<file path="config.mk">
export PLATFORM = sky130hd
export DESIGN_NAME = acc_serial_port
export DESIGN_NICKNAME = d
export VERILOG_FILES = /design/src/rtl/asp_pkg.sv /design/src/rtl/asp_baud_sel.sv /design/src/rtl/asp_tx.sv /design/src/rtl/asp_rx.sv /design/src/rtl/acc_serial_port.sv
export SDC_FILE = /design/constraint.sdc
export NUM_CORES = 1
export LEC_CHECK = 0
export ABC_AREA = 1
export BUFFER_PORTS_ARGS = -buffer_cell sky130_fd_sc_hd__buf_2
export CORE_AREA = 2 2 142 75
export CTS_CLUSTER_DIAMETER = 40
export CTS_CLUSTER_SIZE = 25
export DETAILED_ROUTE_END_ITERATION = 6
export DIE_AREA = 0 0 144 77
export MAX_ROUTING_LAYER = met4
export PLACE_DENSITY = 0.89
export SYNTH_ARGS = -nofsm -noshare
export SYNTH_HDL_FRONTEND = slang
export SYNTH_HIERARCHICAL = 1
export SYNTH_SLANG_ARGS = --single-unit
</file>
<file path="constraint.sdc">
create_clock -name clk -period 4.3 [get_ports clk]
set_input_delay 0.215 -clock clk [delete_from_list [all_inputs] [get_ports clk]]
set_output_delay 0.215 -clock clk [all_outputs]
set_load 0.01 [all_outputs]
</file>
<file path="src/rtl/asp_pkg.sv">
package asp_pkg;

  localparam logic [1:0] ADDR_CTRL = 2'd0;
  localparam logic [1:0] ADDR_STAT = 2'd1;
  localparam logic [1:0] ADDR_DATA = 2'd2;

  localparam int CTRL_TXMODE = 5;
  localparam int CTRL_RXMODE = 6;
  localparam int CTRL_BUSY   = 7;
  localparam int STAT_READY  = 4;
  localparam int STAT_AVAIL  = 5;

  typedef enum logic [1:0] {
    SH_IDLE  = 2'd0,
    SH_START = 2'd1,
    SH_DATA  = 2'd2,
    SH_STOP  = 2'd3
  } shift_state_e;

  function automatic int bit_div(input int clk_hz, input int rate);
    return (clk_hz + rate / 2) / rate;
  endfunction

endpackage

</file>
<file path="src/rtl/asp_baud_sel.sv">
module asp_baud_sel #(
  parameter int CLK_HZ = 13_000_000,
  parameter int DIV_W  = 11
) (
  input  logic             clk,
  input  logic             rst,
  input  logic [2:0]       code_i,
  output logic [DIV_W-1:0] div_o
);
  localparam int D_9600   = asp_pkg::bit_div(CLK_HZ, 9600);
  localparam int D_19200  = asp_pkg::bit_div(CLK_HZ, 19200);
  localparam int D_57600  = asp_pkg::bit_div(CLK_HZ, 57600);
  localparam int D_115200 = asp_pkg::bit_div(CLK_HZ, 115200);

  always_ff @(posedge clk) begin
    if (rst) begin
      div_o <= DIV_W'(D_9600);
    end else begin
      case (code_i)
        3'b001:  div_o <= DIV_W'(D_19200);
        3'b011:  div_o <= DIV_W'(D_57600);
        3'b100:  div_o <= DIV_W'(D_115200);
        default: div_o <= DIV_W'(D_9600);
      endcase
    end
  end

  AST_DIV_FOLLOWS_CODE: assert property (@(posedge clk) disable iff (rst)
    $stable(code_i) |=> $stable(div_o));

endmodule

</file>
<file path="src/rtl/asp_tx.sv">
module asp_tx #(
  parameter int DIV_W = 11
) (
  input  logic             clk,
  input  logic             rst,
  input  logic             abort_i,
  input  logic [DIV_W-1:0] div_i,
  input  logic             load_i,
  input  logic [7:0]       data_i,
  output logic             txd_o,
  output logic             ready_o,
  output logic [2:0]       bitcnt_o
);
  import asp_pkg::*;

  shift_state_e     state_q;
  logic [DIV_W-1:0] cnt_q;
  logic [7:0]       shift_q;
  logic [3:0]       bits_q;

  always_ff @(posedge clk) begin
    if (rst || abort_i) begin
      state_q <= SH_IDLE;
      cnt_q   <= '0;
      shift_q <= '0;
      bits_q  <= '0;
      txd_o   <= 1'b1;
    end else begin
      case (state_q)
        SH_IDLE: begin
          txd_o <= 1'b1;
          if (load_i) begin
            state_q <= SH_START;
            txd_o   <= 1'b0;
            shift_q <= data_i;
            cnt_q   <= div_i - 1'b1;
            bits_q  <= '0;
          end
        end
        SH_START: begin
          if (cnt_q != '0) begin
            cnt_q <= cnt_q - 1'b1;
          end else begin
            state_q <= SH_DATA;
            txd_o   <= shift_q[0];
            shift_q <= {1'b0, shift_q[7:1]};
            cnt_q   <= div_i - 1'b1;
          end
        end
        SH_DATA: begin
          if (cnt_q != '0) begin
            cnt_q <= cnt_q - 1'b1;
          end else begin
            bits_q <= bits_q + 1'b1;
            cnt_q  <= div_i - 1'b1;
            if (bits_q == 4'd7) begin
              state_q <= SH_STOP;
              txd_o   <= 1'b1;
            end else begin
              txd_o   <= shift_q[0];
              shift_q <= {1'b0, shift_q[7:1]};
            end
          end
        end
        default: begin
          if (cnt_q != '0) begin
            cnt_q <= cnt_q - 1'b1;
          end else begin
            state_q <= SH_IDLE;
            bits_q  <= '0;
          end
        end
      endcase
    end
  end

  assign ready_o  = (state_q == SH_IDLE);
  assign bitcnt_o = bits_q[2:0];

  AST_TX_LOAD_START: assert property (@(posedge clk) disable iff (rst)
    (load_i && ready_o && !abort_i) |=> !txd_o);

  AST_TX_STOP_HIGH: assert property (@(posedge clk) disable iff (rst)
    ($rose(ready_o) && !$past(abort_i)) |-> $past(txd_o));

endmodule

</file>
<file path="src/rtl/asp_rx.sv">
module asp_rx #(
  parameter int DIV_W       = 11,
  parameter int SYNC_STAGES = 2
) (
  input  logic             clk,
  input  logic             rst,
  input  logic             en_i,
  input  logic [DIV_W-1:0] div_i,
  input  logic             rxd_i,
  output logic             byte_valid_o,
  output logic [7:0]       byte_o,
  output logic             active_o,
  output logic [2:0]       bitcnt_o
);
  import asp_pkg::*;

  logic [SYNC_STAGES-1:0] sync_q;
  logic                   line;

  always_ff @(posedge clk) begin
    if (rst) sync_q[0] <= 1'b1;
    else     sync_q[0] <= rxd_i;
  end

  for (genvar g = 1; g < SYNC_STAGES; g++) begin : g_sync
    always_ff @(posedge clk) begin
      if (rst) sync_q[g] <= 1'b1;
      else     sync_q[g] <= sync_q[g-1];
    end
  end

  assign line = sync_q[SYNC_STAGES-1];

  shift_state_e     state_q;
  logic [DIV_W-1:0] cnt_q;
  logic [7:0]       shift_q;
  logic [3:0]       bits_q;

  always_ff @(posedge clk) begin
    if (rst || !en_i) begin
      state_q      <= SH_IDLE;
      cnt_q        <= '0;
      shift_q      <= '0;
      bits_q       <= '0;
      byte_valid_o <= 1'b0;
      if (rst) byte_o <= '0;
    end else begin
      byte_valid_o <= 1'b0;
      case (state_q)
        SH_IDLE: begin
          if (!line) begin
            state_q <= SH_START;
            cnt_q   <= (div_i >> 1) - 1'b1;
            bits_q  <= '0;
          end
        end
        SH_START: begin
          if (cnt_q != '0) begin
            cnt_q <= cnt_q - 1'b1;
          end else if (!line) begin
            state_q <= SH_DATA;
            cnt_q   <= div_i - 1'b1;
          end else begin
            state_q <= SH_IDLE;
          end
        end
        SH_DATA: begin
          if (cnt_q != '0) begin
            cnt_q <= cnt_q - 1'b1;
          end else begin
            shift_q <= {line, shift_q[7:1]};
            bits_q  <= bits_q + 1'b1;
            cnt_q   <= div_i - 1'b1;
            if (bits_q == 4'd7) state_q <= SH_STOP;
          end
        end
        default: begin
          if (cnt_q != '0) begin
            cnt_q <= cnt_q - 1'b1;
          end else begin
            state_q <= SH_IDLE;
            bits_q  <= '0;
            if (line) begin
              byte_o       <= shift_q;
              byte_valid_o <= 1'b1;
            end
          end
        end
      endcase
    end
  end

  assign active_o = (state_q != SH_IDLE);
  assign bitcnt_o = bits_q[2:0];

  AST_RX_NEEDS_MODE: assert property (@(posedge clk) disable iff (rst)
    byte_valid_o |-> $past(en_i));

  AST_RX_STOP_HIGH: assert property (@(posedge clk) disable iff (rst)
    byte_valid_o |-> $past(line));

endmodule

</file>
<file path="src/rtl/acc_serial_port.sv">
module acc_serial_port #(
  parameter int CLK_HZ      = 13_000_000,
  parameter int BUSY_CYCLES = 16,
  parameter int SYNC_STAGES = 2
) (
  input  logic       clk,
  input  logic       rst,
  input  logic [1:0] reg_addr,
  input  logic       reg_wr,
  input  logic       reg_rd,
  input  logic [7:0] reg_wdata,
  output logic [7:0] reg_rdata,
  input  logic       rxd,
  output logic       txd
);
  import asp_pkg::*;

  localparam int DIV_W  = $clog2(bit_div(CLK_HZ, 9600) + 1);
  localparam int BUSY_W = (BUSY_CYCLES > 1) ? $clog2(BUSY_CYCLES) : 1;

  logic [2:0]       baud_q;
  logic             tx_mode_q;
  logic             rx_mode_q;
  logic             busy_q;
  logic [BUSY_W-1:0] busy_cnt_q;
  logic             avail_q;
  logic [DIV_W-1:0] div;

  logic             tx_ready;
  logic [2:0]       tx_cnt;
  logic             rx_valid;
  logic [7:0]       rx_byte;
  logic             rx_active;
  logic [2:0]       rx_cnt;

  logic             ctrl_wr;
  logic             data_wr;
  logic             data_rd;
  logic             tx_load;
  logic [7:0]       ctrl_view;
  logic [7:0]       stat_view;
  logic             wdata_unused;

  assign ctrl_wr      = reg_wr && (reg_addr == ADDR_CTRL);
  assign data_wr      = reg_wr && (reg_addr == ADDR_DATA);
  assign data_rd      = reg_rd && (reg_addr == ADDR_DATA);
  assign tx_load      = data_wr && tx_mode_q && tx_ready && !busy_q;
  assign wdata_unused = ^reg_wdata[4:3];

  always_ff @(posedge clk) begin
    if (rst) begin
      baud_q     <= '0;
      tx_mode_q  <= 1'b0;
      rx_mode_q  <= 1'b0;
      busy_q     <= 1'b0;
      busy_cnt_q <= '0;
    end else begin
      if (busy_q) begin
        if (busy_cnt_q == '0) busy_q <= 1'b0;
        else                  busy_cnt_q <= busy_cnt_q - 1'b1;
      end
      if (ctrl_wr) begin
        baud_q    <= reg_wdata[2:0];
        tx_mode_q <= reg_wdata[CTRL_TXMODE];
        rx_mode_q <= reg_wdata[CTRL_RXMODE];
        if (reg_wdata[CTRL_BUSY]) begin
          busy_q     <= 1'b1;
          busy_cnt_q <= BUSY_W'(BUSY_CYCLES - 1);
        end
      end
    end
  end

  always_ff @(posedge clk) begin
    if (rst)           avail_q <= 1'b0;
    else if (rx_valid) avail_q <= 1'b1;
    else if (data_rd)  avail_q <= 1'b0;
  end

  assign ctrl_view = {busy_q, rx_mode_q, tx_mode_q, 2'b00, baud_q};
  assign stat_view = {2'b00, avail_q, tx_ready, 1'b0,
                      tx_ready ? (rx_active ? rx_cnt : 3'd0) : tx_cnt};

  always_ff @(posedge clk) begin
    if (rst) begin
      reg_rdata <= '0;
    end else if (reg_rd) begin
      case (reg_addr)
        ADDR_CTRL: reg_rdata <= ctrl_view;
        ADDR_STAT: reg_rdata <= stat_view;
        ADDR_DATA: reg_rdata <= rx_byte;
        default:   reg_rdata <= '0;
      endcase
    end
  end

  asp_baud_sel #(.CLK_HZ(CLK_HZ), .DIV_W(DIV_W)) baud_i (
    .clk(clk), .rst(rst), .code_i(baud_q), .div_o(div)
  );

  asp_tx #(.DIV_W(DIV_W)) tx_i (
    .clk(clk), .rst(rst), .abort_i(busy_q), .div_i(div),
    .load_i(tx_load), .data_i(reg_wdata),
    .txd_o(txd), .ready_o(tx_ready), .bitcnt_o(tx_cnt)
  );

  asp_rx #(.DIV_W(DIV_W), .SYNC_STAGES(SYNC_STAGES)) rx_i (
    .clk(clk), .rst(rst), .en_i(rx_mode_q && !busy_q), .div_i(div),
    .rxd_i(rxd), .byte_valid_o(rx_valid), .byte_o(rx_byte),
    .active_o(rx_active), .bitcnt_o(rx_cnt)
  );

  AST_BUSY_ABORTS_TX: assert property (@(posedge clk) disable iff (rst)
    busy_q |=> tx_ready);

  AST_READ_CLEARS_AVAIL: assert property (@(posedge clk) disable iff (rst)
    (data_rd && !rx_valid) |=> !avail_q);

  AST_WRITE_IGNORED: assert property (@(posedge clk) disable iff (rst)
    (data_wr && !tx_mode_q && tx_ready) |=> tx_ready);

  AST_BUSY_BOUNDED: assert property (@(posedge clk) disable iff (rst)
    $fell(busy_q) |-> ($past(busy_cnt_q) == '0));

endmodule

</file>
Word-level counts from Yosys, hierarchy flattened
Cells that the tools add are included.

Flip-flop bits (word level): 92. Input bits: 15. Output and inout bits: 9.

Add/sub/neg operators: 7. Equality and inequality tests: 26. Multiplexer cells: 61. Bitwise logic cells: 3. Reductions and logical operators: 36.

Operators by type and width (number): $mux 11 (8); $mux 8 (9); $pmux 11 s3 (2); $pmux 8 s3 (2); $mux 4 (10); $sub 11x1->11 const B (3); $pmux 4 s3 (2); $mux 2 (11); $pmux 11 s2 (1); $reduce_bool 11->1 (2); $ne 2x2->1 const B (9); $reduce_and 5->1 (3); $pmux 2 s3 (2); $reduce_and 4->1 (3); $mux 1 (11); $sub 10x1->11 const B (1); $ne 2x1->1 const B (5); $add 4x1->4 const B (2); $eq 4x3->1 const B (2); $logic_and 1x1->1 (7); $eq 2x1->1 const B (3); $eq 2x2->1 const B (3); $logic_not 2->1 (3); $mux 3 (2); 18 further kinds (27).

Depth between registers and ports, before layout
Gate-level depths: netlist of run 1.

Depth after elaboration: 7. Mapped depth: 13.

Hierarchy
Netlist of run 1, hierarchy kept.

By module, submodules not included: asp_rx (instances 1, cells an instance 391, area each 2563.7 um2); asp_tx (instances 1, cells an instance 305, area each 1963.1 um2); acc_serial_port (instances 1, cells an instance 147, area each 964.7 um2); asp_baud_sel (instances 1, cells an instance 33, area each 276.5 um2).

Worst setup path after synthesis of run 1
OpenSTA, ideal clock, no wires.

Path type: register to register. Start point: register rx_i.cnt_q[0]. End point: register rx_i.byte_o[0] (enable). Setup time: 0.384 ns. Arrival time: 1.760 ns. Required time: 3.916 ns. Slack: 2.156 ns. Cell stages (with the launch flop): 10. Period minus slack after synthesis: 2.144 ns. Cell sequence: dfxtp_1 -> inv_1 -> ha_1 -> inv_1 -> nor2_1 -> nand3_2 -> nor2_8 -> buf_6 -> nand2_1 -> o21ai_0.

Word-level cells in the longest chain between the ends: 3.

Ends and longest elaborated chain: start, declared (RTL line asp_rx.sv:35) `logic [DIV_W-1:0] cnt_q;`; start signal, assigned (RTL line asp_rx.sv:53) `cnt_q <= (div_i >> 1) - 1'b1;`; start signal, assigned (RTL line asp_rx.sv:59) `cnt_q <= cnt_q - 1'b1;`; start signal, assigned (RTL line asp_rx.sv:62) `cnt_q <= div_i - 1'b1;`; $reduce_bool 11->1 (RTL line asp_rx.sv:78) `if (cnt_q != '0) begin`; $ne 2x1->1 (no line); $reduce_and 4->1 (no line); end signal, assigned (RTL line asp_rx.sv:84) `byte_o <= shift_q;`; end, declared (RTL line asp_rx.sv:11) `output logic [7:0] byte_o,`.

Every way passes these cells. A chain may end at the register's enable or synchronous reset.

Worst setup path in the final report of run 1
Start point: register tx_i.state_q[1]. End point: register tx_i.cnt_q[7].

Word-level cells in the longest chain between the ends: 5. Elaborated cells between the ends (all ways): 10. Classes of those cells: eq/ne (3); mux (1); reduce/logical (6).

Ends and longest elaborated chain: start, declared (RTL line asp_tx.sv:16) `shift_state_e state_q;`; start signal, assigned (RTL line asp_tx.sv:23) `state_q <= SH_IDLE;`; start signal, assigned (RTL line asp_tx.sv:33) `state_q <= SH_START;`; start signal, assigned (RTL line asp_tx.sv:44) `state_q <= SH_DATA;`; $logic_not 2->1 (RTL line asp_tx.sv:77) `assign ready_o = (state_q == SH_IDLE);`; named net tx_ready (RTL line acc_serial_port.sv:29) `logic tx_ready;`; $logic_and 1x1->1 (2 in series) (RTL line acc_serial_port.sv:47) `assign tx_load = data_wr && tx_mode_q && tx_ready && !busy_q;`; named net tx_load (RTL line acc_serial_port.sv:39) `logic tx_load;`; $ne 2x1->1 (no line); $reduce_and 2->1 (no line); end signal, assigned (RTL line asp_tx.sv:52) `cnt_q <= cnt_q - 1'b1;`; end signal, assigned (RTL line asp_tx.sv:55) `cnt_q <= div_i - 1'b1;`; end signal, assigned (RTL line asp_tx.sv:67) `cnt_q <= cnt_q - 1'b1;`; end, declared (RTL line asp_tx.sv:17) `logic [DIV_W-1:0] cnt_q;`.

The timed path passes the listed nets, and every way through them passes these cells.

==> key figures, run 1 <==
Run status
  • Status: completed

CTS
  • CTS clk-pin slew, worst paths: 0.07 ns
  • Number of gates resized after cts: 0
  • Post CTS Setup Buffer Count: 0
  • Clock Latency Late Sink: 0.35 ns
  • Cts bufs inserted: 9
  • H-tree depth: 3
  • Clock Path Buffers: 2
  • Root Driver: clkbuf_16
  • Sink Count: 89
  • Hold Buf Count CTS: 0
  • CTS tree: yes

Power and ir drop
  • Leak Pwr: 2.884 nW
  • VDD IR max: 0.0002648 V
  • Ratio of total power to cell area: 431.7 mW/mm²
  • Pwr Total: 2.668 mW

Timing
  • Fmax: 391.8 MHz
  • Hold Vio Cnt, Final: 0
  • Rel. slew slack: 26.78%
  • Min Tclk post-route: 2.552 ns
  • Setup TNS: 0 ns
  • Crit share post-route: 59.36%
  • Worst-Margin Slew: 1.087 ns
  • Unrepaired setup endpoints after global routing: no
  • Final slew viol count: 0
  • Clock skew: 0.007546 ns
  • Setup ws final: 1.748 ns
  • Final Setup Violations: 0

Synth
  • Sequential-to-total area share from yosys stat: 32.28%
  • Async SR Flop Fraction: 0%
  • Mapped Area: 0.005768 mm²
  • Distinct cell type count after synthesis: 43
  • Mapped Avg Cell Area: 6.585 µm²
  • Ys flop type: dfxtp_1
  • Post-Synthesis Cells: 876
  • Mapped Nets: 910
  • Yosys reg bits: 89
  • Synth Warn #: 6
  • Post-synth EDFFs: 8

Worst setup path
  • Setup crit start kind: flip-flop
  • Data required, critical path: 4.59 ns
  • Setup crit end kind: flip-flop
  • Reg-to-reg slack, setup: 1.75 ns
  • CP Max Fanout: 12
  • CP Class: flip-flop to flip-flop
  • Worst EP arrival: 2.84 ns

Global routing
  • Initial antenna violation count: 0
  • Vias in the first global route: 4814
  • First-pass GRT wire length: 22.91 mm
  • Total gr overflow: 0
  • GRT Util Overall: 26.26%
  • Largest net degree at the start of global routing: 23

Final layout
  • Core Util, Final: 62.69%
  • Nets: 918
  • Area growth syn-to-layout: 7.137%
  • Fin area: 0.006180 mm²
  • Layout cells sized above 1: 11.59%
  • FILL cells: 890
  • Antenna Cells: 0

Floorplanning
  • Die ar.: 0.01109 mm²
  • Die Y: 77 µm
  • Core Footprint: 0.009857 mm²
  • FP Rows: 26
  • Ports: 24
  • Initial core utilization: 58.52%
  • Die W: 144 µm

Route
  • Remaining antenna violation count after routing: 0
  • Vias per cell: 5.444
  • DRC errors left: 0
  • Routed WL: 13.74 mm
  • Wirelength per Cell: 13.35 µm
  • Number of DRC markers in iteration 0: 648
  • First-pass detailed-route iteration total: 6
  • Via count: 5602

Placed design
  • Gp weighted congestion: 0.9776
  • Port bufs: 23
  • DP HPWL: 10.12 mm
  • Placed inst area: 0.005883 mm²
  • Setup WS pre-CTS: 1.767 ns

Worst hold path
  • Hold WC Path Type: primary input to flip-flop

Job
  • Max-cap violations: 0
==> flip-flops by register name (all words and copies together), names as in the netlist, 2 cells and up <==
signal,cells
baud_i/div_o,8
reg_rdata,8
rx_i/state_q,2
rx_i/byte_o,8
rx_i/cnt_q,11
rx_i/bits_q,4
busy_cnt_q,4
tx_i/shift_q,8
tx_i/state_q,2
tx_i/bits_q,4
tx_i/cnt_q,11
baud_q,3
rx_i/shift_q,8
==> power by group <==
part	leakage (nW)	total, mW	switching, mW	internal [mW]
Sequential	0.741	0.977	0.0627	0.914
Clock	0.141	0.769	0.365	0.404
Combinational	2.00	0.922	0.621	0.301
Total	2.88	2.67	1.05	1.62
==> Yosys cell counts, types with 5 or more instances <==
library cell,count,share of area [%]
xor2_1,11,1.7
buf_2,5,0.43
inv_2,9,0.59
buf_4,9,1.2
nand4_1,12,1.3
xnor2_1,7,1.1
nand2_2,5,0.54
nor2_1,91,5.9
dfxtp_1,81,28
nand3_1,85,7.4
clkbuf_1,7,0.46
o21ai_1,7,0.61
a21oi_1,56,4.9
edfxtp_1,8,4.2
ha_1,19,4.1
a21oi_2,9,1.4
inv_1,115,7.5
nor3_1,7,0.61
buf_6,5,0.98
nand2_1,224,15
nor2_2,9,0.98
o21ai_0,53,4.6
==> path summary, 6_finish.rpt <==
| path | startpoint | end | depth (start not counted) |
|---|---|---|---|
| setup / recovery | tx_i/state_q[1]$_SDFFE_PP0P_ | tx_i/cnt_q[7]$_SDFFE_PP0P_ | 12 |
| hold / removal | rxd | rx_i/sync_q[0]$_SDFF_PP1_ | 2 |
| setup reg to reg | tx_i/state_q[1]$_SDFFE_PP0P_ | tx_i/cnt_q[7]$_SDFFE_PP0P_ | 12 |
| hold reg to reg | rx_i/sync_q[0]$_SDFF_PP1_ | rx_i/line$_SDFF_PP1_ | 1 |
==> layout make-up <==
type                       instances  area (µm²)  share of cell area (%)
tap                              140       175.2                   2.835
inverter                         128       484.2                   7.836
timing repair buffer              25       127.6                   2.065
clock inverter                     7       66.31                   1.073
clock buffer                       9       225.2                   3.644
sequential                        89        1862                   30.13
multi-input combinational        631        3239                   52.42
==> cell usage in the layout (no fill, tap or decap), drive strengths merged <==
cell | netlist | layout
nor3 | 9 | 9
ha | 19 | 19
buf | 21 | 25
dfxtp | 81 | 81
nor2 | 105 | 105
a21oi | 68 | 68
clkinvlp | 0 | 1
o31ai | 1 | 1
nor4 | 1 | 1
a31oi | 2 | 2
clkbuf | 7 | 9
nand2 | 233 | 233
o21a | 1 | 1
nand4 | 12 | 12
nand3 | 91 | 91
o21ai | 65 | 65
o22ai | 1 | 1
a21o | 1 | 1
or2 | 3 | 3
inv | 125 | 127
xor2 | 11 | 11
clkinv | 3 | 7
nand3b | 1 | 1
edfxtp | 8 | 8
xnor2 | 7 | 7
==> worst max-delay path, stage by stage (launching register included) <==
cell and delay (ns):
dfxtp_1 0.35, inv_1 0.10, ha_1 0.33, inv_1 0.14
nor3_1 0.37, nor2_2 0.11, inv_1 0.13, nand2_1 0.26
inv_1 0.37, nand3_1 0.12, nand3_1 0.11, nand2_1 0.06
inv_1 0.05
==> metal layers <==
metal	vias to the layer above	routed length, µm	GRT usage, %	part of all wire, %
li1	2808	-	-	-
met3	25	1400	6.246	10
met4	0	129	4.314	0.94
met5	-	0	-	0
met2	255	5367	34.48	39
met1	2514	6844	40.64	50
==> metrics by stage <==
stage	hold WS (ns)	std cells
floorplan	0.2789	876
global placement	0.3926	1012
detailed placement	0.3977	1012
CTS	0.05894	1028
global route	0.06881	1029
finish	0.06454	1029
==> cell families (layout without fill, tap and decap cells) <==
logic type,count (synthesis),count (layout),share of synthesized area [%]
XOR/XNOR,18,18,2.733
AND/OR/NAND/NOR,455,455,35.42
AO/OA/AOI/OAI,139,139,13.88
flip-flops,89,89,32.28
buffers and inverters,156,169,11.56
adder cells (fa/ha/maj),19,19,4.122
Power figures use the tool's default switching activity.
==> run 2: changes to the inputs <==
--- a/config.mk
+++ b/config.mk
@@ -5,15 +5,15 @@
 export SDC_FILE = /design/constraint.sdc
 export NUM_CORES = 1
 export LEC_CHECK = 0
-export ABC_AREA = 1
+export ABC_AREA = 0
 export BUFFER_PORTS_ARGS = -buffer_cell sky130_fd_sc_hd__buf_2
-export CORE_AREA = 2 2 142 75
+export CORE_AREA = 2 2 140 74
 export CTS_CLUSTER_DIAMETER = 40
 export CTS_CLUSTER_SIZE = 25
 export DETAILED_ROUTE_END_ITERATION = 6
-export DIE_AREA = 0 0 144 77
+export DIE_AREA = 0 0 142 76
 export MAX_ROUTING_LAYER = met4
-export PLACE_DENSITY = 0.89
+export PLACE_DENSITY = 0.88
 export SYNTH_ARGS = -nofsm -noshare
 export SYNTH_HDL_FRONTEND = slang
 export SYNTH_HIERARCHICAL = 1
==> constraint.sdc (replaced) <==
create_clock -name clk -period 2.41 [get_ports clk]
set_input_delay 0.1205 -clock clk [delete_from_list [all_inputs] [get_ports clk]]
set_output_delay 0.1205 -clock clk [all_outputs]
set_load 0.01 [all_outputs]
==> run 2 against run 1 <==
Net effect: fmax up 8.5%; die area down 2.7%; via count down 6.4%; clock-buffer cell count up 1; synthesized cell count down 26%; clock power up 87%.
==> key figures, run 2 <==
Final layout
  • Fin area: 0.006158 mm² (was 0.006180 mm²)
  • Footprint of the multi-input gates: 0.003413 mm² (was 0.003239 mm²)
  • FILL cells: 776 (was 890)
  • Nets: 701 (was 918)
  • Core Util, Final: 63.31% (was 62.69%)
  • FF/Latch Area: 0.001862 mm² (unchanged)
  • Antenna Cells: 0 (unchanged)
  • Layout cells sized above 1: 18.30% (was 11.59%)
  • Commonest cells after routing, fill and taps aside: dfxtp_1, a21oi_1, nor2_1 (was nand2_1, inv_1, nor2_1)
  • Area growth syn-to-layout: 10.58% (was 7.137%)
  • Most common cell after layout, fill and taps aside: dfxtp_1 (was nand2_1)
  • Top Registers: rx_i/cnt_q (11), tx_i/cnt_q (11) (unchanged)

Floorplanning
  • Initial core utilization: 57.25% (was 58.52%)
  • FP Rows: 26 (unchanged)
  • Core Footprint: 0.009727 mm² (was 0.009857 mm²)
  • Die Y: 76 µm (was 77 µm)
  • Die ar.: 0.01079 mm² (was 0.01109 mm²)
  • Ports: 24 (unchanged)
  • Die W: 142 µm (was 144 µm)

Synth
  • Distinct cell type count after synthesis: 84 (was 43)
  • Synth Area in Compound Gates: 20.24% (was 13.88%)
  • Top cell type by total area after synthesis: dfxtp_1 (unchanged)
  • Mapped Avg Cell Area: 8.594 µm² (was 6.585 µm²)
  • Largest family of logic cells by synthesized area: simple AND/OR/NAND/NOR gates (unchanged)
  • Area contributors post-synth: dfxtp_1, a21oi_1, edfxtp_1 (was dfxtp_1, nand2_1, inv_1)
  • Top-count cell post-synth: dfxtp_1 (was nand2_1)
  • Post-synth EDFFs: 8 (unchanged)
  • Top cells by instance count after synthesis: dfxtp_1, a21oi_1, nor2_1 (was nand2_1, inv_1, nor2_1)
  • Ys flop type: dfxtp_1 (unchanged)
  • Async SR Flop Fraction: 0% (unchanged)
  • Xor/xnor share of the synthesized area: 4.561% (was 2.733%)
  • Post-Synthesis Cells: 648 (was 876)
  • Yosys reg bits: 89 (unchanged)
  • Mux share of post-synthesis cell area: 5.302% (was 0%)
  • Mapped Area: 0.005569 mm² (was 0.005768 mm²)
  • Yosys top cell area share: 29.12% (was 28.11%)
  • Sequential-to-total area share from yosys stat: 33.43% (was 32.28%)
  • Synth Area in Adders: 4.269% (was 4.121%)
  • Synth Warn #: 6 (unchanged)
  • Simple-gate portion of the synthesized area: 26.02% (was 35.42%)
  • Mapped Nets: 682 (was 910)

Route
  • Wirelength per Cell: 19.00 µm (was 13.35 µm)
  • Routed WL: 15.16 mm (was 13.74 mm)
  • Number of DRC markers in iteration 0: 686 (was 648)
  • Via count: 5245 (was 5602)
  • First-pass detailed-route iteration total: 5 (was 6)
  • Remaining antenna violation count after routing: 0 (unchanged)
  • Vias per cell: 6.573 (was 5.444)
  • DRC errors left: 0 (unchanged)

Global routing
  • Vias in the first global route: 4907 (was 4814)
  • Largest net degree at the start of global routing: 33 (was 23)
  • First-pass GRT wire length: 24.28 mm (was 22.91 mm)
  • Total gr overflow: 0 (unchanged)
  • GRT Util Overall: 28.62% (was 26.26%)
  • Initial antenna violation count: 0 (unchanged)

Timing
  • Min Tclk post-route: 2.353 ns (was 2.552 ns)
  • Clock skew: 0.006925 ns (was 0.007546 ns)
  • Unrepaired setup endpoints after global routing: yes (was no)
  • Fmax: 425.0 MHz (was 391.8 MHz)
  • Crit share post-route: 97.64% (was 59.36%)
  • Worst-Margin Slew: 0.7560 ns (was 1.087 ns)
  • Setup ws final: 0.05685 ns (was 1.748 ns)
  • Hold Vio Cnt, Final: 0 (unchanged)
  • Rel. slew slack: 49.41% (was 26.78%)
  • Final Setup Violations: 0 (unchanged)
  • Setup TNS: 0 ns (unchanged)
  • Final slew viol count: 0 (unchanged)

Power and ir drop
  • Clock power frac: 35.8% (was 28.8%)
  • Ratio of total power to cell area: 652.9 mW/mm² (was 431.7 mW/mm²)
  • Combinational power share: 23.7% (was 34.6%)
  • Leak Pwr: 2.384 nW (was 2.884 nW)
  • Pwr Total: 4.021 mW (was 2.668 mW)
  • Internal power: 2.743 mW (was 1.619 mW)
  • VDD IR max: 0.0004868 V (was 0.0002648 V)
  • Sw Ratio: 31.78% (was 39.31%)
  • Switching power total: 1.278 mW (was 1.049 mW)
  • Part of the power in registers: 40.5% (was 36.6%)

CTS
  • Root Driver: clkbuf_16 (unchanged)
  • Post CTS Setup Buffer Count: 0 (unchanged)
  • Sink Count: 89 (unchanged)
  • Clock Path Buffers: 2 (unchanged)
  • CTS clk-pin slew, worst paths: 0.07 ns (about the same)
  • Cts bufs inserted: 9 (unchanged)
  • Clock Latency Late Sink: 0.34 ns (was 0.35 ns)
  • H-tree depth: 3 (unchanged)
  • CTS tree: yes (unchanged)

Placed design
  • Setup WS pre-CTS: -0.07388 ns (was 1.767 ns)
  • Placed inst area: 0.005794 mm² (was 0.005883 mm²)
  • Gp weighted congestion: 0.9469 (was 0.9776)
  • Port bufs: 23 (unchanged)
  • DP HPWL: 10.91 mm (was 10.12 mm)

Worst setup path
  • Reg-to-reg slack, setup: 0.06 ns (was 1.75 ns)
  • Critical Path End: tx_i/cnt_q[7]$_SDFFE_PP0P_ (unchanged)
  • CP Max Fanout: 18 (was 12)
  • R2R cell count: 7 (was 12)
  • CP startpoint: tx_i/cnt_q[0]$_SDFFE_PP0P_ (was tx_i/state_q[1]$_SDFFE_PP0P_)
  • R2R Path End: tx_i/cnt_q[7]$_SDFFE_PP0P_ (unchanged)
  • Setup crit start kind: flip-flop (unchanged)
  • Worst EP arrival: 2.58 ns (was 2.84 ns)
  • Setup crit end kind: flip-flop (unchanged)
  • R2r startpoint: tx_i/cnt_q[0]$_SDFFE_PP0P_ (was tx_i/state_q[1]$_SDFFE_PP0P_)
  • CP Class: flip-flop to flip-flop (unchanged)
  • Data required, critical path: 2.64 ns (was 4.59 ns)

Job
  • Max-cap violations: 0 (unchanged)

Worst hold path
  • Hold WC Path Type: primary input to flip-flop (unchanged)
  • Hold Path Cell Cnt: 3 (was 2)

Run status
  • Status: completed (unchanged)
## run 2: cell count changes in the layout (fill, tap and decap cells not counted), sizes merged, moves of 25 or more
cell / previous run / this run
buf: 25 / 50
inv: 127 / 28
nand2: 233 / 42
nand3: 91 / 24
nor2: 105 / 49
o21ai: 65 / 39
## run 2: repair_timing
item	CTS	global route
hold endpoints to repair	1	0
hold buffers	1	0
pin swaps	0	1
gates resized for setup	1	11
setup endpoints to repair	5	18
## run 2: area by class of cell
type                            count  area share [%]
Clock inverter                      6           1.219
Clock buffer                       10           3.718
Multi-Input combinational cell    491           55.42
Sequential cell                    89           30.23
Inverter                           25           1.524
Timing Repair Buffer               51           5.323
Tap cell                          126           2.560
## run 2: cell families after synthesis
kind of cell             after synthesis
AND/OR/NAND/NOR                      249
AO/OA/AOI/OAI                        166
flip-flops                            89
buffers and inverters                 68
XOR/XNOR                              29
multiplexers                          28
adder cells (fa/ha/maj)               19
## run 2: worst min path at each step
stage | startpoint | to
5_1_grt | reg_wdata[0] | baud_q[0]$_SDFFE_PP0P_
6_report | reg_wdata[5] | tx_mode_q$_SDFFE_PP0P_
4_1_cts | reg_wdata[5] | tx_mode_q$_SDFFE_PP0P_
3_3_place_gp | rxd | rx_i/sync_q[0]$_SDFF_PP1_
2_1_floorplan | rst | baud_i/div_o[0]$_SDFF_PP0_
3_5_place_dp | rxd | rx_i/sync_q[0]$_SDFF_PP1_
## run 2: worst max-delay path: stages, from the launching register on
cell and delay (ns):
dfxtp_1 0.34, inv_1 0.13, ha_1 0.20, or3b_2 0.55, o41ai_4 0.32, buf_4 0.28, o21ai_0 0.13, a32o_1 0.29
## run 2: per-layer routing
layer / track usage, % / share of wire, % / vias to the layer above / wire length (µm)
met3: 8.171 / 11 / 22 / 1620
met2: 40.63 / 44 / 340 / 6603
li1: - / - / 2414 / -
met4: 6.800 / 1.0 / 0 / 158
met5: - / 0 / - / 0
met1: 40.26 / 45 / 2469 / 6780
## run 2: power by group through the flow
| stage | Clock (mW) | Sequential [mW] | Combinational (mW) |
|---|---|---|---|
| floorplan | 0 | 1.64 | 0.646 |
| global placement | 0 | 1.65 | 0.833 |
| detailed placement | 0 | 1.66 | 0.863 |
| CTS | 1.47 | 1.62 | 0.877 |
| global route | 1.54 | 1.63 | 1.02 |
| finish | 1.44 | 1.63 | 0.953 |
## run 2: per-stage QoR
stage	cells	hold WS (ns)
floorplan	648	0.1973
global placement	781	0.3082
detailed placement	781	0.3111
CTS	798	0.03009
global route	798	0.06105
finish	798	0.03491
==> run 3: changes to the inputs <==
==> constraint.sdc (replaced) <==
create_clock -name clk -period 2.4 [get_ports clk]
set_input_delay 0.12 -clock clk [delete_from_list [all_inputs] [get_ports clk]]
set_output_delay 0.12 -clock clk [all_outputs]
set_load 0.01 [all_outputs]
==> run 3 against run 2 <==
Net effect: clock-buffer cell count shrank 1; flip-flop and latch count unchanged; worst hold slack got worse by 0.0049 ns; combinational power shrank 0.4%; clock skew down 0.00072 ns; design area is 0.28% lower; total power decreased by 0.48%; setup slack better by 0.036 ns; non-clock buffer count did not move; largest cell class unchanged; highest routed layer unchanged.
==> key figures, run 3 (synthesis gave the netlist of run 2 again) <==
Run status
  • Status: completed (unchanged)

Placed design
  • Port bufs: 23 (unchanged)
  • Post-placement cell count: 781 (unchanged)
  • Gp weighted congestion: 0.9469 (unchanged)
  • DP HPWL: 10.87 mm (was 10.91 mm)
  • Placed inst area: 0.005794 mm² (unchanged)
  • Setup WS pre-CTS: -0.1126 ns (was -0.07388 ns)

Floorplanning
  • FP Rows: 26 (unchanged)
  • Die W: 142 µm (unchanged)
  • Ports: 24 (unchanged)
  • Initial core utilization: 57.25% (unchanged)
  • Core Footprint: 0.009727 mm² (unchanged)
  • Die Y: 76 µm (unchanged)
  • Die ar.: 0.01079 mm² (unchanged)

Route
  • First-pass detailed-route iteration total: 5 (unchanged)
  • Wirelength per Cell: 19.06 µm (was 19.00 µm)
  • Vias per cell: 6.513 (was 6.573)
  • Number of DRC markers in iteration 0: 774 (was 686)
  • Routed WL: 15.21 mm (was 15.16 mm)
  • DRC errors left: 0 (unchanged)
  • Via count: 5197 (was 5245)
  • Remaining antenna violation count after routing: 0 (unchanged)

Global routing
  • First-pass GRT wire length: 24.54 mm (was 24.28 mm)
  • Total gr overflow: 0 (unchanged)
  • Vias in the first global route: 4792 (was 4907)
  • Initial antenna violation count: 0 (unchanged)
  • Largest net degree at the start of global routing: 33 (unchanged)
  • GRT Util Overall: 29.12% (was 28.62%)

Worst hold path
  • Hold EP: tx_mode_q$_SDFFE_PP0P_ (unchanged)
  • Hold Path Cell Cnt: 3 (unchanged)
  • Hold WC Path Type: primary input to flip-flop (unchanged)
  • Hold_sp: reg_wdata[5] (unchanged)

Worst setup path
  • R2R cell count: 8 (was 7)
  • Setup crit end kind: flip-flop (unchanged)
  • CP startpoint: tx_i/cnt_q[0]$_SDFFE_PP0P_ (unchanged)
  • Crit-path cells: inv_1, ha_1, nor3b_2, buf_4, a41oi_2, or2_0, o221a_1, a211oi_2 (was inv_1, ha_1, or3b_2, o41ai_4, buf_4, o21ai_0, a32o_1)
  • Delay-heaviest family, CP: compound AO/OA/AOI/OAI gates (unchanged)
  • Worst path buffer plus inverter count: 2 (unchanged)
  • Data required, critical path: 2.66 ns (was 2.64 ns)
  • Worst EP arrival: 2.57 ns (was 2.58 ns)
  • CP Class: flip-flop to flip-flop (unchanged)
  • Reg-to-reg slack, setup: 0.09 ns (was 0.06 ns)
  • CP Max Fanout: 7 (was 18)
  • Setup crit start kind: flip-flop (unchanged)
  • Critical Path Max Stage Delay: 0.44 ns (was 0.55 ns)
  • R2R Path End: tx_i/cnt_q[1]$_SDFFE_PP0P_ (was tx_i/cnt_q[7]$_SDFFE_PP0P_)
  • R2r startpoint: tx_i/cnt_q[0]$_SDFFE_PP0P_ (unchanged)
  • Critical Path Slowest Stage Cell: or2_0 (was or3b_2)

Timing
  • Final Setup Violations: 0 (unchanged)
  • Final slew viol count: 0 (unchanged)
  • Hold Vio Cnt, Final: 0 (unchanged)
  • Worst Hold Margin: 0.02998 ns (was 0.03491 ns)
  • Clock skew: 0.006202 ns (was 0.006925 ns)
  • Rel. slew slack: 50.91% (was 49.41%)
  • Crit share post-route: 96.14% (was 97.64%)
  • Worst-Margin Slew: 0.7336 ns (was 0.7560 ns)
  • Setup ws final: 0.09259 ns (was 0.05685 ns)
  • Fmax: 433.4 MHz (was 425.0 MHz)
  • Min Tclk post-route: 2.307 ns (was 2.353 ns)

CTS
  • Clock Path Buffers: 2 (unchanged)
  • Root Driver: clkbuf_16 (unchanged)
  • Cts bufs inserted: 9 (unchanged)
  • Sink Count: 89 (unchanged)
  • H-tree depth: 3 (unchanged)
  • Post CTS Setup Buffer Count: 0 (unchanged)
  • CTS clk-pin slew, worst paths: 0.07 ns (about the same)
  • CTS tree: yes (unchanged)
  • Clock Latency Late Sink: 0.35 ns (was 0.34 ns)

Final layout
  • Fin area: 0.006141 mm² (was 0.006158 mm²)
  • Layout cells sized above 1: 18.30% (unchanged)
  • FILL cells: 772 (was 776)
  • Most common cell after layout, fill and taps aside: dfxtp_1 (unchanged)
  • Commonest cells after routing, fill and taps aside: dfxtp_1, a21oi_1, nor2_1 (unchanged)
  • Nets: 701 (unchanged)
  • Area growth syn-to-layout: 10.27% (was 10.58%)
  • Top Registers: rx_i/cnt_q (11), tx_i/cnt_q (11) (unchanged)
  • Cell Count, Final, Fillers Out: 798 (unchanged)
  • Antenna Cells: 0 (unchanged)
  • Core Util, Final: 63.13% (was 63.31%)

Power and ir drop
  • Leak Pwr: 2.386 nW (was 2.384 nW)
  • Ratio of total power to cell area: 651.6 mW/mm² (was 652.9 mW/mm²)
  • VDD IR max: 0.0004296 V (was 0.0004868 V)

Job
  • Max-cap violations: 0 (unchanged)
## run 3: through the flow
| step | power (mW) | TNS [ns] |
|---|---|---|
| 2_1_floorplan | 2.294 | 0 |
| 3_3_place_gp | 2.494 | -0.009098 |
| 3_5_place_dp | 2.524 | -0.3052 |
| 4_1_cts | 3.941 | 0 |
| 5_1_grt | 4.145 | -0.001254 |
| 6_report | 4.002 | 0 |
## run 3: worst max-delay path by stage
stage	end	slack, ns	cells past startpoint
6_report	tx_i/cnt_q[1]$_SDFFE_PP0P_	0.09	8
2_1_floorplan	tx_i/cnt_q[8]$_SDFFE_PP0P_	0.16	9
5_1_grt	rx_i/cnt_q[6]$_SDFFE_PP0P_	-0.001	7
4_1_cts	tx_i/cnt_q[2]$_SDFFE_PP0P_	0.09	7
3_3_place_gp	tx_i/cnt_q[2]$_SDFFE_PP0P_	-0.003	8
3_5_place_dp	tx_i/cnt_q[7]$_SDFFE_PP0P_	-0.11	8
## run 3: final cells by class
| cell class | instances | area [µm²] | share of cell area [%] |
|---|---|---|---|
| timing repair buffer | 51 | 331.6 | 5.399 |
| inverter | 25 | 93.84 | 1.528 |
| clock buffer | 9 | 225.2 | 3.667 |
| tap | 126 | 157.7 | 2.567 |
| clock inverter | 7 | 65.06 | 1.059 |
| multi-input combinational | 491 | 3406 | 55.46 |
| sequential | 89 | 1862 | 30.32 |
## run 3: repair_timing
item | CTS | global route
gates resized for setup | 1 | 10
endpoints found under the setup margin | 5 | 16
endpoints found under the hold margin | 1 | 0
pin swaps | 0 | 1
hold buffers | 1 | 0
## run 3: worst min-delay path: stages
cell	delay [ns]
buf_2	0.09
mux2i_1	0.06
nor2_1	0.07
## run 3: power breakdown
| group | internal, mW | total (mW) | switching, mW |
|---|---|---|---|
| logic | 0.362 | 0.949 | 0.586 |
| registers | 1.56 | 1.63 | 0.0700 |
| clock network | 0.735 | 1.42 | 0.685 |
| total | 2.66 | 4.00 | 1.34 |
## run 3: per-layer routing
metal | vias to the layer above | track usage (%) | wire, µm
met5 | - | - | 0
li1 | 2398 | - | -
met2 | 279 | 41.06 | 6641
met1 | 2504 | 43.29 | 7066
met3 | 16 | 5.531 | 1371
met4 | 0 | 6.000 | 132
